==> config.mk <==
export PLATFORM = sky130hd
export DESIGN_NAME = sfifo_bypass
export DESIGN_NICKNAME = d
export VERILOG_FILES = /design/src/rtl/sfifo_pkg.sv /design/src/rtl/sfifo_ptr_ctl.sv /design/src/rtl/sfifo_store.sv /design/src/rtl/sfifo_bypass.sv
export SDC_FILE = /design/constraint.sdc
export NUM_CORES = 1
export LEC_CHECK = 0
export BUFFER_PORTS_ARGS = -buffer_cell sky130_fd_sc_hd__buf_2
export CORE_MARGIN = 5
export CORE_UTILIZATION = 45
export DETAILED_ROUTE_END_ITERATION = 7
export GPL_ROUTABILITY_DRIVEN = 0
export PLACE_DENSITY_LB_ADDON = 0.08
export SYNTH_ARGS = -nofsm -noshare
export SYNTH_HDL_FRONTEND = slang
export SYNTH_SLANG_ARGS = --single-unit
==> constraint.sdc <==
create_clock -name clk -period 6.6 [get_ports clk]
set_clock_uncertainty 0.15 [all_clocks]
set_input_delay 0.99 -clock clk [delete_from_list [all_inputs] [get_ports clk]]
set_output_delay 0.99 -clock clk [all_outputs]
set_load 0.02 [all_outputs]
==> src/rtl/sfifo_pkg.sv <==
package sfifo_pkg;
   function automatic bit is_pow2(input int v);
      return (v > 1) && ((v & (v - 1)) == 0);
   endfunction
endpackage

==> src/rtl/sfifo_ptr_ctl.sv <==
module sfifo_ptr_ctl #(
   parameter int DEPTH = 8,
   localparam int AW = $clog2(DEPTH)
) (
   input  logic          clk,
   input  logic          rst,
   input  logic          wr_en,
   input  logic          rd_en,
   output logic          wr_fire,
   output logic          rd_fire,
   output logic [AW-1:0] wr_idx,
   output logic [AW-1:0] rd_idx,
   output logic [AW-1:0] rd_nxt_idx,
   output logic          full,
   output logic          empty
);
   localparam int PW = AW + 1;

   logic [PW-1:0] wr_ptr, rd_ptr, rd_ptr_nxt, level;

   assign empty      = (wr_ptr == rd_ptr);
   assign full       = (wr_ptr[AW-1:0] == rd_ptr[AW-1:0]) && (wr_ptr[AW] != rd_ptr[AW]);
   assign wr_fire    = wr_en && !full;
   assign rd_fire    = rd_en && !empty;
   assign rd_ptr_nxt = rd_ptr + PW'(rd_fire);
   assign wr_idx     = wr_ptr[AW-1:0];
   assign rd_idx     = rd_ptr[AW-1:0];
   assign rd_nxt_idx = rd_ptr_nxt[AW-1:0];
   assign level      = wr_ptr - rd_ptr;

   always_ff @(posedge clk) begin
      if (rst) begin
         wr_ptr <= '0;
         rd_ptr <= '0;
      end else begin
         if (wr_fire) wr_ptr <= wr_ptr + PW'(1);
         rd_ptr <= rd_ptr_nxt;
      end
   end

   AST_FLAGS_EXCL: assert property (@(posedge clk) disable iff (rst)
      !(empty && full));
   AST_LEVEL_BOUND: assert property (@(posedge clk) disable iff (rst)
      level <= PW'(DEPTH));
   AST_NO_OVERFLOW: assert property (@(posedge clk) disable iff (rst)
      (full && wr_en) |=> $stable(wr_ptr));
   AST_NO_UNDERFLOW: assert property (@(posedge clk) disable iff (rst)
      (empty && rd_en) |=> $stable(rd_ptr));
   AST_LEVEL_HOLD: assert property (@(posedge clk) disable iff (rst)
      (wr_fire && rd_fire) |=> (level == $past(level)));
   AST_RESET_EMPTY: assert property (@(posedge clk)
      rst |=> empty);
endmodule

==> src/rtl/sfifo_store.sv <==
module sfifo_store #(
   parameter int DATA_W    = 16,
   parameter int DEPTH     = 8,
   parameter bit SYNC_READ = 1'b1,
   localparam int AW = $clog2(DEPTH)
) (
   input  logic              clk,
   input  logic              rst,
   input  logic              wr_fire,
   input  logic [AW-1:0]     wr_idx,
   input  logic [DATA_W-1:0] wr_data,
   input  logic [AW-1:0]     rd_idx,
   input  logic [AW-1:0]     rd_nxt_idx,
   input  logic              empty,
   output logic [DATA_W-1:0] rd_data
);
   logic [DATA_W-1:0] mem [DEPTH];

   always_ff @(posedge clk) begin
      if (wr_fire) mem[wr_idx] <= wr_data;
   end

   if (SYNC_READ) begin : g_sync
      logic [DATA_W-1:0] ram_q, byp_q;
      logic              sel_q;

      always_ff @(posedge clk) begin
         ram_q <= mem[rd_nxt_idx];
         byp_q <= wr_data;
      end

      always_ff @(posedge clk) begin
         if (rst) sel_q <= 1'b0;
         else     sel_q <= wr_fire && (wr_idx == rd_nxt_idx);
      end

      assign rd_data = sel_q ? byp_q : ram_q;

      AST_BYPASS_DATA: assert property (@(posedge clk) disable iff (rst)
         (wr_fire && (wr_idx == rd_nxt_idx)) |=> (rd_data == $past(wr_data)));
      AST_HEAD_MATCH: assert property (@(posedge clk) disable iff (rst)
         !empty |-> (rd_data == mem[rd_idx]));
   end else begin : g_comb
      assign rd_data = mem[rd_idx];
   end
endmodule

==> src/rtl/sfifo_bypass.sv <==
module sfifo_bypass #(
   parameter int DATA_W    = 16,
   parameter int DEPTH     = 8,
   parameter bit SYNC_READ = 1'b1
) (
   input  logic              clk,
   input  logic              rst,
   input  logic              wr_en,
   input  logic [DATA_W-1:0] wr_data,
   output logic              full,
   input  logic              rd_en,
   output logic [DATA_W-1:0] rd_data,
   output logic              empty
);
   localparam int AW = $clog2(DEPTH);

   if (!sfifo_pkg::is_pow2(DEPTH)) begin : g_bad_depth
      $error("sfifo_bypass: DEPTH must be a power of two and at least 2");
   end
   if (DATA_W < 1) begin : g_bad_width
      $error("sfifo_bypass: DATA_W must be at least 1");
   end

   logic          wr_fire, rd_fire;
   logic [AW-1:0] wr_idx, rd_idx, rd_nxt_idx;

   sfifo_ptr_ctl #(.DEPTH(DEPTH)) i_ctl (
      .clk(clk), .rst(rst), .wr_en(wr_en), .rd_en(rd_en),
      .wr_fire(wr_fire), .rd_fire(rd_fire),
      .wr_idx(wr_idx), .rd_idx(rd_idx), .rd_nxt_idx(rd_nxt_idx),
      .full(full), .empty(empty)
   );

   sfifo_store #(.DATA_W(DATA_W), .DEPTH(DEPTH), .SYNC_READ(SYNC_READ)) i_store (
      .clk(clk), .rst(rst), .wr_fire(wr_fire), .wr_idx(wr_idx),
      .wr_data(wr_data), .rd_idx(rd_idx), .rd_nxt_idx(rd_nxt_idx),
      .empty(empty), .rd_data(rd_data)
   );

   AST_EMPTY_AFTER_RESET: assert property (@(posedge clk)
      rst |=> (empty && !full));
   AST_FILL_FROM_EMPTY: assert property (@(posedge clk) disable iff (rst)
      (empty && wr_en) |=> !empty);
endmodule

; Word level (Yosys, flattened, before mapping)
; Memory sizes are Yosys's and may differ from the RTL's. A register that Yosys moved wholly into a read port is not among the register bits.
; Cells that the tools add are included.
[word_totals]
mem_bits_rw = 128
latch_bits = 0
mem_bits_ro = 0
memories = 1
regBits = 25
in_bits = 20
[classes]
div_mod_pow = 0
eq_ne = 4
shift = 0
n_reduce_logical = 6
bitwise_logic = 0
addsub = 2
muxes = 3
n_mul = 0
n_lt_le_gt_ge = 0
[mem_list]
columns = name, depth, word_bits, rd, rd_ports_with_merged_regs, write_ports, line_no
row1 = i_store.mem, 8, 16, 1, 1, 1, sfifo_store.sv:17  ; logic [DATA_W-1:0] mem [DEPTH];
[ops]
columns = op, n
row1 = 16-bit two-way mux, 1
row2 = 3-bit equality test, 2
row3 = 4-bit by 1-bit adder with 4-bit output, 1
row4 = "4-bit by 1-bit adder with 4-bit output, second input constant", 1
row5 = 4-bit equality test, 1
row6 = 1-bit logical AND, 4
row7 = 1-bit zero test, 2
row8 = 1-bit two-way mux, 2
row9 = 1-bit != test, 1

; Logic depth before layout (Yosys ltp)
; Gate-level depths: netlist of the first run.
[depth]
ltp_word = 6
depth_mapped = 11
depth_no_buf = 8

; By module
; From an unflattened synthesis of the first run, not the netlist that was laid out.
[unflattened]
hier_cells = 313
area_unflattened_um2 = 6439.9
[modules_own_cells]
columns = module, n_inst, area_each_um2, seq_area_each_um2, cells_per_inst
row1 = sfifo_store, 1, 5853.1, 4504.3, 255
row2 = sfifo_ptr_ctl, 1, 586.8, 160.2, 58

; Worst setup path before layout of the first run
; Ideal clock, no wire load.
[synth_timing]
path_kind = reg2reg
start = register i_ctl.wr_ptr[1]
end = register i_store.g_sync.ram_q[11], read port of i_store.mem
n_path_buf = 3
arrival_ps = 3127
period_less_slack_ps = 3398
path_stages_with_launch = 11
setup_slack_ps = 3202
cell_sequence = dfxtp_1 > buf_2 > xor2_1 > nor4_1 > nor2b_1 > ha_1 > ha_1 > buf_2 > clkbuf_1 > mux4_2 > mux2_2
[synth_between]
elab_chain_cells = 4
[synth_rtl]
columns = element, line_no
row1 = from (decl), sfifo_ptr_ctl.sv:19  ; logic [PW-1:0] wr_ptr, rd_ptr, rd_ptr_nxt, level;
row2 = from (signal assigned), sfifo_ptr_ctl.sv:36  ; if (wr_fire) wr_ptr <= wr_ptr + PW'(1);
row3 = 4-bit equality test, sfifo_ptr_ctl.sv:21  ; assign empty = (wr_ptr == rd_ptr);
row4 = net empty, sfifo_bypass.sv:13  ; output logic empty
row5 = 1-bit zero test, sfifo_ptr_ctl.sv:24  ; assign rd_fire = rd_en && !empty;
row6 = 1-bit logical AND, sfifo_ptr_ctl.sv:24
row7 = 4-bit by 1-bit adder with 4-bit output, sfifo_ptr_ctl.sv:25  ; assign rd_ptr_nxt = rd_ptr + PW'(rd_fire);
row8 = net i_ctl.rd_nxt_idx[1], sfifo_ptr_ctl.sv:13  ; output logic [AW-1:0] rd_nxt_idx,
row9 = to (decl), sfifo_store.sv:24  ; logic [DATA_W-1:0] ram_q, byp_q;
; The timed path passes the listed nets, and every way through them passes these cells.
; A chain may end at the register's enable or synchronous reset.

; Worst setup path in the final report of the first run
[layout_timing]
start = register i_ctl.wr_ptr[1]
end = register i_store.g_sync.ram_q[12], read port of i_store.mem
[layout_between]
elab_chain_cells = 4
[layout_rtl]
columns = element, line_no
row1 = 4-bit equality test, sfifo_ptr_ctl.sv:21
row2 = 1-bit zero test, sfifo_ptr_ctl.sv:24
row3 = 1-bit logical AND, sfifo_ptr_ctl.sv:24
row4 = 4-bit by 1-bit adder with 4-bit output, sfifo_ptr_ctl.sv:25
row5 = net i_ctl.rd_nxt_idx[0], sfifo_ptr_ctl.sv:13
; The timed path passes the listed nets, and every way through them passes these cells.

==> impl_metrics.json, run 1 <==
{
  "critPathMaxFanout": 34,
  "clockBufferDepth": 2,
  "wire_per_inst_um": 20.5,
  "htree_levels": 4,
  "dr.pass1.iters": 4,
  "multiInputGateArea_mm2": 0.00164,
  "tritoncts": "done",
  "ff_latch_area_mm2": 0.00466,
  "ctsHoldBuffers": 0,
  "die_h_um": 129,
  "post-route-min-period_ns": 3.61,
  "worstMarginPinSlew_ns": 1.07,
  "drv_cap": 0,
  "post-route-drc-count": 0,
  "post-dp-hpwl_um": 6010,
  "yosysUniqueCellTypes": 33,
  "via_count": 2894,
  "dieArea_mm2": 0.0167,
  "numCtsBuffers": 17,
  "nets": 382,
  "rows": 43,
  "async_reset_ff_share_pct": 0,
  "max_freq_mhz": 277,
  "p_leak_nw": 2.54,
  "synth_cells": 310,
  "rrSetupSlack_ns": 2.99,
  "synth_edf_count": 128,
  "start_util_pct": 46.1,
  "clock_latency_ns": 0.41,
  "clkTransAtPathRegs_ns": 0.06,
  "final-setup-viol-count": 0,
  "hold_start": "i_ctl.rd_ptr[3]",
  "status": "complete, no violations",
  "overflow": 0,
  "sw_frac_of_total_pct": 23.9,
  "ant_nets": 0,
  "io-pin-count": 38,
  "synth_flop_cell": "edfxtp_1",
  "maxSlewHeadroom_pct": 28.6,
  "drv_slew": 0,
  "synth_area_mm2": 0.00639,
  "r2r-end": "i_store.g_sync.ram_q[12]",
  "design_area_mm2": 0.00735,
  "p_comb_share_pct": 17.9,
  "crit_type": "register to register",
  "layout-drive-gt1-share_pct": 32.9,
  "ff2ff_path_depth": 6,
  "place_area_mm2": 0.00679,
  "die_width_um": 129,
  "grt_pass1_wl_um": 17500,
  "finalHoldViolations": 0,
  "period_share_pct": 54.7,
  "rsz0062_at_grt": "false",
  "cts_root_buffer": "clkbuf_16",
  "fillers": 1132,
  "yosys_warnings": 0,
  "p_total_mw": 2.67,
  "antenna_found_initial": 0,
  "p_clk_share_pct": 35.4,
  "grt_pass1_vias": 2959,
  "worstPathArrival_ns": 3.76,
  "post_cts_buffers": 0,
  "power.density_mw_per_mm2": 364,
  "cts_resized": 0,
  "ys_seq_elements": 169,
  "cp.required_ns": 6.75,
  "whs_ns": 0.495,
  "syn_to_final_growth_pct": 15.0,
  "finalWirelength_um": 11300,
  "clkSinkCount": 169,
  "seq_power_share_pct": 46.7,
  "holdPathStages": 2,
  "crit_path_end_kind": "register",
  "ir_worst_vdd_v": 0.000242,
  "regToRegStartpoint": "i_ctl.wr_ptr[1]",
  "drtIter0Drc": 234,
  "min_to": "i_ctl.rd_ptr[3]",
  "syn-num-nets": 333,
  "internal_power_mw": 2.03,
  "grt_max_degree": 35,
  "syn_avg_cell_area_um2": 20.6,
  "core_mm2": 0.0139,
  "fin_tns_setup_ns": 0,
  "grt_use_total_pct": 14.5,
  "hold_class": "register to register",
  "start_kind": "register",
  "ys_seq_area_share_pct": 73.0,
  "p_sw_uw": 640,
  "io_buffer_count": 37,
  "antenna_cells": 0,
  "avgViaCountPerCell": 5.25
}
state kept, by name (all words and copies together), names as in the netlist:
signal                cells
i_ctl.wr_ptr              4
i_store.g_sync.byp_q     16
i_ctl.rd_ptr              4
i_store.mem             128
i_store.g_sync.sel_q      1
i_store.g_sync.ram_q     16
through the flow:
| stage | cells | setup WS, ns | util (%) |
|---|---|---|---|
| finish | 551 | 2.99 | 53.0 |
| global route | 551 | 2.71 | 53.0 |
| CTS | 551 | 2.89 | 53.0 |
| detailed placement | 520 | 2.92 | 48.9 |
| global placement | 520 | 3.00 | 48.9 |
| floorplan | 310 | 3.20 | - |
power groups by stage:
stage	clock (mW)	sequential, mW	combinational, mW
after floorplan	0	1.25	0.403
after global placement	0	1.27	0.485
after detailed placement	0	1.27	0.489
after CTS	0.972	1.25	0.491
after global routing	1.01	1.26	0.517
final	0.947	1.25	0.477
per-layer routing:
metal | part of all wire [%] | vias to the layer above | GRT usage [%]
met5 | 0 | - | 0
met4 | 0.88 | 0 | 4.26
met3 | 5.0 | 5 | 4.58
met2 | 49 | 58 | 23.3
met1 | 45 | 1485 | 19.2
li1 | - | 1346 | -
cell type report:
cell class,instances,area share [%]
clock inverter,9,1.34
multi-input combinational,124,22.4
timing repair buffer,46,3.44
clock buffer,22,6.31
inverter,1,0.0510
sequential,169,63.4
tap,180,3.06
worst max-delay path: stages (launching register included):
cell and delay, ns:
dfxtp_1 0.63, xor2_1 0.21, nor4_1 0.40, nor2b_1 0.10
ha_2 1.05, mux4_1 0.66, mux2_2 0.27
how the worst max path moves through the flow:
stage	start	slack [ns]	depth (start not counted)	end
3_5_place_dp	i_ctl.wr_ptr[1]	2.92	6	i_store.g_sync.ram_q[12]
4_1_cts	i_ctl.wr_ptr[1]	2.89	6	i_store.g_sync.ram_q[12]
6_report	i_ctl.wr_ptr[1]	2.99	6	i_store.g_sync.ram_q[12]
3_3_place_gp	i_ctl.wr_ptr[1]	3.00	6	i_store.g_sync.ram_q[12]
5_1_grt	i_ctl.wr_ptr[1]	2.71	6	i_store.g_sync.ram_q[2]
2_1_floorplan	i_ctl.wr_ptr[1]	3.20	10	i_store.g_sync.ram_q[11]
synth_stat cells (all sizes together), types with 3 or more instances:
cell type	number	area (um^2)
dfxtp	41	821
xor2	7	68.8
mux4	32	811
nor3	6	30.0
mux2	34	383
clkbuf	5	20.0
nor2b	7	43.8
ha	3	37.5
nor2	7	26.3
xnor2	6	52.6
buf	11	85.1
edfxtp	128	3840
layout by cell type, fill, tap and decap left out, types with 3 or more instances in the layout:
master	n
buf_2	37
buf_4	9
clkbuf_1	3
clkbuf_16	17
clkinv_1	3
clkinvlp_4	3
dfxtp_1	41
edfxtp_1	128
mux2_2	34
mux4_1	24
mux4_2	8
nor2_1	7
nor2b_1	7
nor3_2	4
xnor2_1	6
xor2_1	6
cell families (layout without fill, tap and decap cells):
logic type      Yosys count  count (layout)  synth area share (%)
flops                   169             169                  73.0
mux                      68              68                  19.0
simple gates             36              36                  3.21
buf+inv                  17              78                  1.70
xor+xnor                 13              13                  1.90
compound gates            4               4                 0.646
fa+ha+maj                 3               3                 0.587
Note: power is estimated with default switching activity, not from simulation.
==> run 2: changes to the inputs <==
==> constraint.sdc (replaced) <==
create_clock -name clk -period 3 [get_ports clk]
set_clock_uncertainty 0.15 [all_clocks]
set_input_delay 0.45 -clock clk [delete_from_list [all_inputs] [get_ports clk]]
set_output_delay 0.45 -clock clk [all_outputs]
set_load 0.02 [all_outputs]
==> impl_metrics.json, run 2 (synthesis results as in run 1) <==
{
  "antenna_found_initial": 0,
  "top_register": "i_store.mem",
  "post-route-min-period_ns": 2.83,
  "ctsHoldBuffers": 0,
  "dr.pass1.iters": 6,
  "clkSinkCount": 169,
  "ant_nets": 0,
  "avgViaCountPerCell": 5.24,
  "nets": 394,
  "drtIter0Drc": 188,
  "status": "complete, no violations",
  "final_common_cell": "edfxtp_1",
  "max_freq_mhz": 353,
  "clock_latency_ns": 0.41,
  "dr_wl_met3_um": 339,
  "finalHoldViolations": 0,
  "via_count": 2953,
  "mostFrequentLayoutCells": "128 x edfxtp_1, 41 x dfxtp_1, 37 x buf_2",
  "worstMarginPinSlew_ns": 0.888,
  "finalWirelength_um": 11500,
  "io-pin-count": 38,
  "cts_resized": 0,
  "post-dp-hpwl_um": 6540,
  "power.density_mw_per_mm2": 792,
  "fin_tns_setup_ns": 0,
  "core_mm2": 0.0139,
  "grt_use_total_pct": 15.1,
  "drv_slew": 0,
  "place_area_mm2": 0.00694,
  "worstPathArrival_ns": 2.23,
  "crit_path_end_kind": "primary output",
  "numCtsBuffers": 17,
  "wire_per_inst_um": 20.4,
  "reg.largest.list": "i_store.mem: 128 flops, i_store.g_sync.byp_q: 16 flops, i_store.g_sync.ram_q: 16 flops",
  "crit_type": "register to primary output",
  "hold_class": "primary input to register",
  "start_util_pct": 46.1,
  "cp.required_ns": 2.40,
  "post_cts_buffers": 0,
  "wl_met2_um": 5630,
  "rows": 43,
  "topRoutingLayerUsed": "met4",
  "grt_pass1_vias": 3075,
  "overflow": 0,
  "io_buffer_count": 37,
  "antenna_cells": 0,
  "start_kind": "register",
  "drv_cap": 0,
  "critPathMaxFanout": 6,
  "cts_root_buffer": "clkbuf_16",
  "die_h_um": 129,
  "htree_levels": 4,
  "design_area_mm2": 0.00750,
  "rsz0062_at_grt": "false",
  "wl_met1_um": 5410,
  "dieArea_mm2": 0.0167,
  "layout-drive-gt1-share_pct": 36.2,
  "fillers": 1087,
  "tritoncts": "done",
  "period_share_pct": 94.3,
  "grt_max_degree": 35,
  "grt_pass1_wl_um": 18200,
  "maxSlewHeadroom_pct": 40.3,
  "p_leak_nw": 2.62,
  "largest_reg_flops": 128,
  "ir_worst_vdd_v": 0.000489,
  "post-route-drc-count": 0,
  "clkTransAtPathRegs_ns": 0.06,
  "final-setup-viol-count": 0,
  "clockBufferDepth": 2,
  "die_width_um": 129,
  "syn_to_final_growth_pct": 17.3
}
[run 2: per-layer routing]
metal	GRT usage, %	vias to the layer above
met4	5.19	0
met3	4.25	9
met2	23.5	40
met1	20.6	1526
li1	-	1378
met5	0	-
[run 2: through the flow]
stage	hold WS [ns]	worst slack, ns	utilization [%]	std cells	total power, mW
floorplan	0.328	0.00572	-	310	3.64
global placement	0.451	0.269	50.0	532	3.96
detailed placement	0.473	0.204	50.0	532	3.97
CTS	0.0628	0.179	54.0	564	6.03
global route	0.0686	0.0493	54.0	564	6.21
finish	0.0835	0.171	54.0	564	5.93
[run 2: layout make-up]
cell class | count | area [um^2] | share of cell area, %
inverters | 1 | 3.75 | 0.0501
repair buffers | 58 | 393 | 5.24
well taps | 180 | 225 | 3.00
multi-input cells | 124 | 1660 | 22.1
clock inverters | 13 | 121 | 1.62
flip-flops and latches | 169 | 4660 | 62.2
clock buffers | 19 | 433 | 5.77
[run 2: worst max-delay path, stage by stage (launching register included)]
cell and delay, ns:
dfxtp_1 0.42, xor2_1 0.15, buf_4 0.17, nor4_2 0.77, buf_2 0.30
[run 2: worst paths after layout]
path / startpoint / slack [ns] / to / cells past startpoint
max: i_ctl.rd_ptr[1] / 0.17 / full / 4
max reg2reg: i_ctl.rd_ptr[3] / 0.20 / i_store.g_sync.ram_q[12] / 7
min: wr_data[7] / 0.08 / i_store.g_sync.byp_q[7] / 1
min reg2reg: i_ctl.rd_ptr[3] / 0.49 / i_ctl.rd_ptr[3] / 2
[run 2: report_power, final]
part	internal (mW)	switching (mW)
logic	0.625	0.544
clock network	1.15	0.887
registers	2.67	0.0583
==> run 3: changes to the inputs <==
==> constraint.sdc (replaced) <==
create_clock -name clk -period 3 [get_ports clk]
set_clock_uncertainty 0.15 [all_clocks]
set_input_delay 0 -clock clk [delete_from_list [all_inputs] [get_ports clk]]
set_output_delay 0 -clock clk [all_outputs]
set_load 0.02 [all_outputs]
==> impl_metrics.json, run 3 (synthesis results as in run 1) <==
{
  "dieArea_mm2": 0.0167,
  "cts_resized": 0,
  "hold_class": "primary input to register",
  "io_buffer_count": 37,
  "ff2ff_path_depth": 7,
  "maxSlewHeadroom_pct": 45.8,
  "largest_reg_flops": 128,
  "avgViaCountPerCell": 5.23,
  "clock_latency_ns": 0.41,
  "final-setup-viol-count": 0,
  "ctsHoldBuffers": 18,
  "fin_tns_setup_ns": 0,
  "layout-drive-gt1-share_pct": 34.1,
  "top_register": "i_store.mem",
  "grt_max_degree": 35,
  "tritoncts": "done",
  "hold_start": "rd_en",
  "core_mm2": 0.0139,
  "clkTransAtPathRegs_ns": 0.06,
  "crit_type": "register to register",
  "critPathMaxFanout": 20,
  "rsz0062_at_grt": "false",
  "wire_per_inst_um": 20.2,
  "grt_pass1_vias": 3076,
  "dr_wl_met3_um": 462,
  "clkSinkCount": 169,
  "numCtsBuffers": 17,
  "final_common_cell": "edfxtp_1",
  "drtIter0Drc": 222,
  "htree_levels": 4,
  "ir_worst_vdd_v": 0.000492,
  "finalHoldViolations": 0,
  "critPathLaunch": "i_ctl.rd_ptr[3]",
  "io-pin-count": 38,
  "worstMarginPinSlew_ns": 0.806,
  "topRoutingLayerUsed": "met4",
  "utilization_pct": 55.3,
  "endpoint": "i_store.g_sync.ram_q[12]",
  "regToRegStartpoint": "i_ctl.rd_ptr[3]",
  "post-route-min-period_ns": 2.74,
  "power.density_mw_per_mm2": 772,
  "finalWirelength_um": 11800,
  "crit_path_end_kind": "register",
  "p_leak_nw": 2.71,
  "clockBufferDepth": 2,
  "cts_root_buffer": "clkbuf_16",
  "start_kind": "register",
  "post-dp-hpwl_um": 6740,
  "wl_met2_um": 5540,
  "rrSetupSlack_ns": 0.26,
  "antenna_found_initial": 0,
  "ant_nets": 0,
  "drv_slew": 0,
  "wl_met1_um": 5650,
  "r2r-end": "i_store.g_sync.ram_q[12]",
  "drv_cap": 0,
  "overflow": 0,
  "period_share_pct": 91.4,
  "syn_to_final_growth_pct": 20.0,
  "nets": 412,
  "worstPathArrival_ns": 2.89,
  "reg.largest.list": "i_store.mem: 128 flops, i_store.g_sync.byp_q: 16 flops, i_store.g_sync.ram_q: 16 flops",
  "status": "complete, no violations",
  "die_width_um": 129,
  "grt_pass1_wl_um": 18100,
  "die_h_um": 129,
  "mostFrequentLayoutCells": "128 x edfxtp_1, 41 x dfxtp_1, 37 x buf_2",
  "rows": 43,
  "max_freq_mhz": 365,
  "grt_use_total_pct": 15.2,
  "antenna_cells": 0,
  "cp.required_ns": 3.15,
  "start_util_pct": 46.1,
  "via_count": 3044,
  "post_cts_buffers": 0,
  "dr.pass1.iters": 4,
  "post-route-drc-count": 0
}
-- run 3: worst min path at each step --
stage	to	slack, ns	cells past startpoint
after floorplan	i_store.g_sync.byp_q[0]	-0.12	0
after global placement	i_store.g_sync.byp_q[6]	0.04	1
after detailed placement	i_store.g_sync.byp_q[8]	0.06	1
after CTS	i_ctl.rd_ptr[3]	0.12	6
after global routing	i_ctl.rd_ptr[3]	0.16	6
final	i_ctl.rd_ptr[3]	0.14	6
-- run 3: area by class of cell --
class,count,area [um^2]
Inverter,1,3.75
Tap cell,180,225
Clock buffer,20,447
Timing Repair Buffer,76,573
Clock inverter,12,100
Fill cell,1128,6210
Multi-Input combinational cell,124,1660
Sequential cell,169,4660
-- run 3: routing by layer --
layer  vias up  track usage, %
met5         -               0
met4         0            5.19
met3         8            4.49
met2        52            22.5
met1      1570            21.8
li1       1414               -
-- run 3: report_power, final --
part	internal, mW	switching, mW	total (mW)
Sequential	2.67	0.0635	2.73
Combinational	0.636	0.548	1.18
Clock	1.16	0.846	2.01
Total	4.47	1.46	5.92
-- run 3: through the flow --
| stage | area, um^2 | hold WS [ns] | total power [mW] | setup slack, ns | cells |
|---|---|---|---|---|---|
| 3_5_place_dp | 6940 | 0.0605 | 3.98 | 0.257 | 532 |
| 5_1_grt | 7670 | 0.157 | 6.20 | 0.144 | 582 |
| 2_1_floorplan | 6410 | -0.122 | 3.64 | 0.00572 | 310 |
| 3_3_place_gp | 6940 | 0.0426 | 3.96 | 0.316 | 532 |
| 6_report | 7670 | 0.143 | 5.92 | 0.257 | 582 |
| 4_1_cts | 7670 | 0.116 | 6.01 | 0.239 | 582 |
-- run 3: worst max-delay path, stage by stage (launching register included) --
cell and delay [ns]:
dfxtp_1 0.43, xor2_1 0.18, nor4_4 0.33, nor2b_1 0.09
ha_2 0.38, buf_12 0.20, mux4_1 0.57, mux2_2 0.27
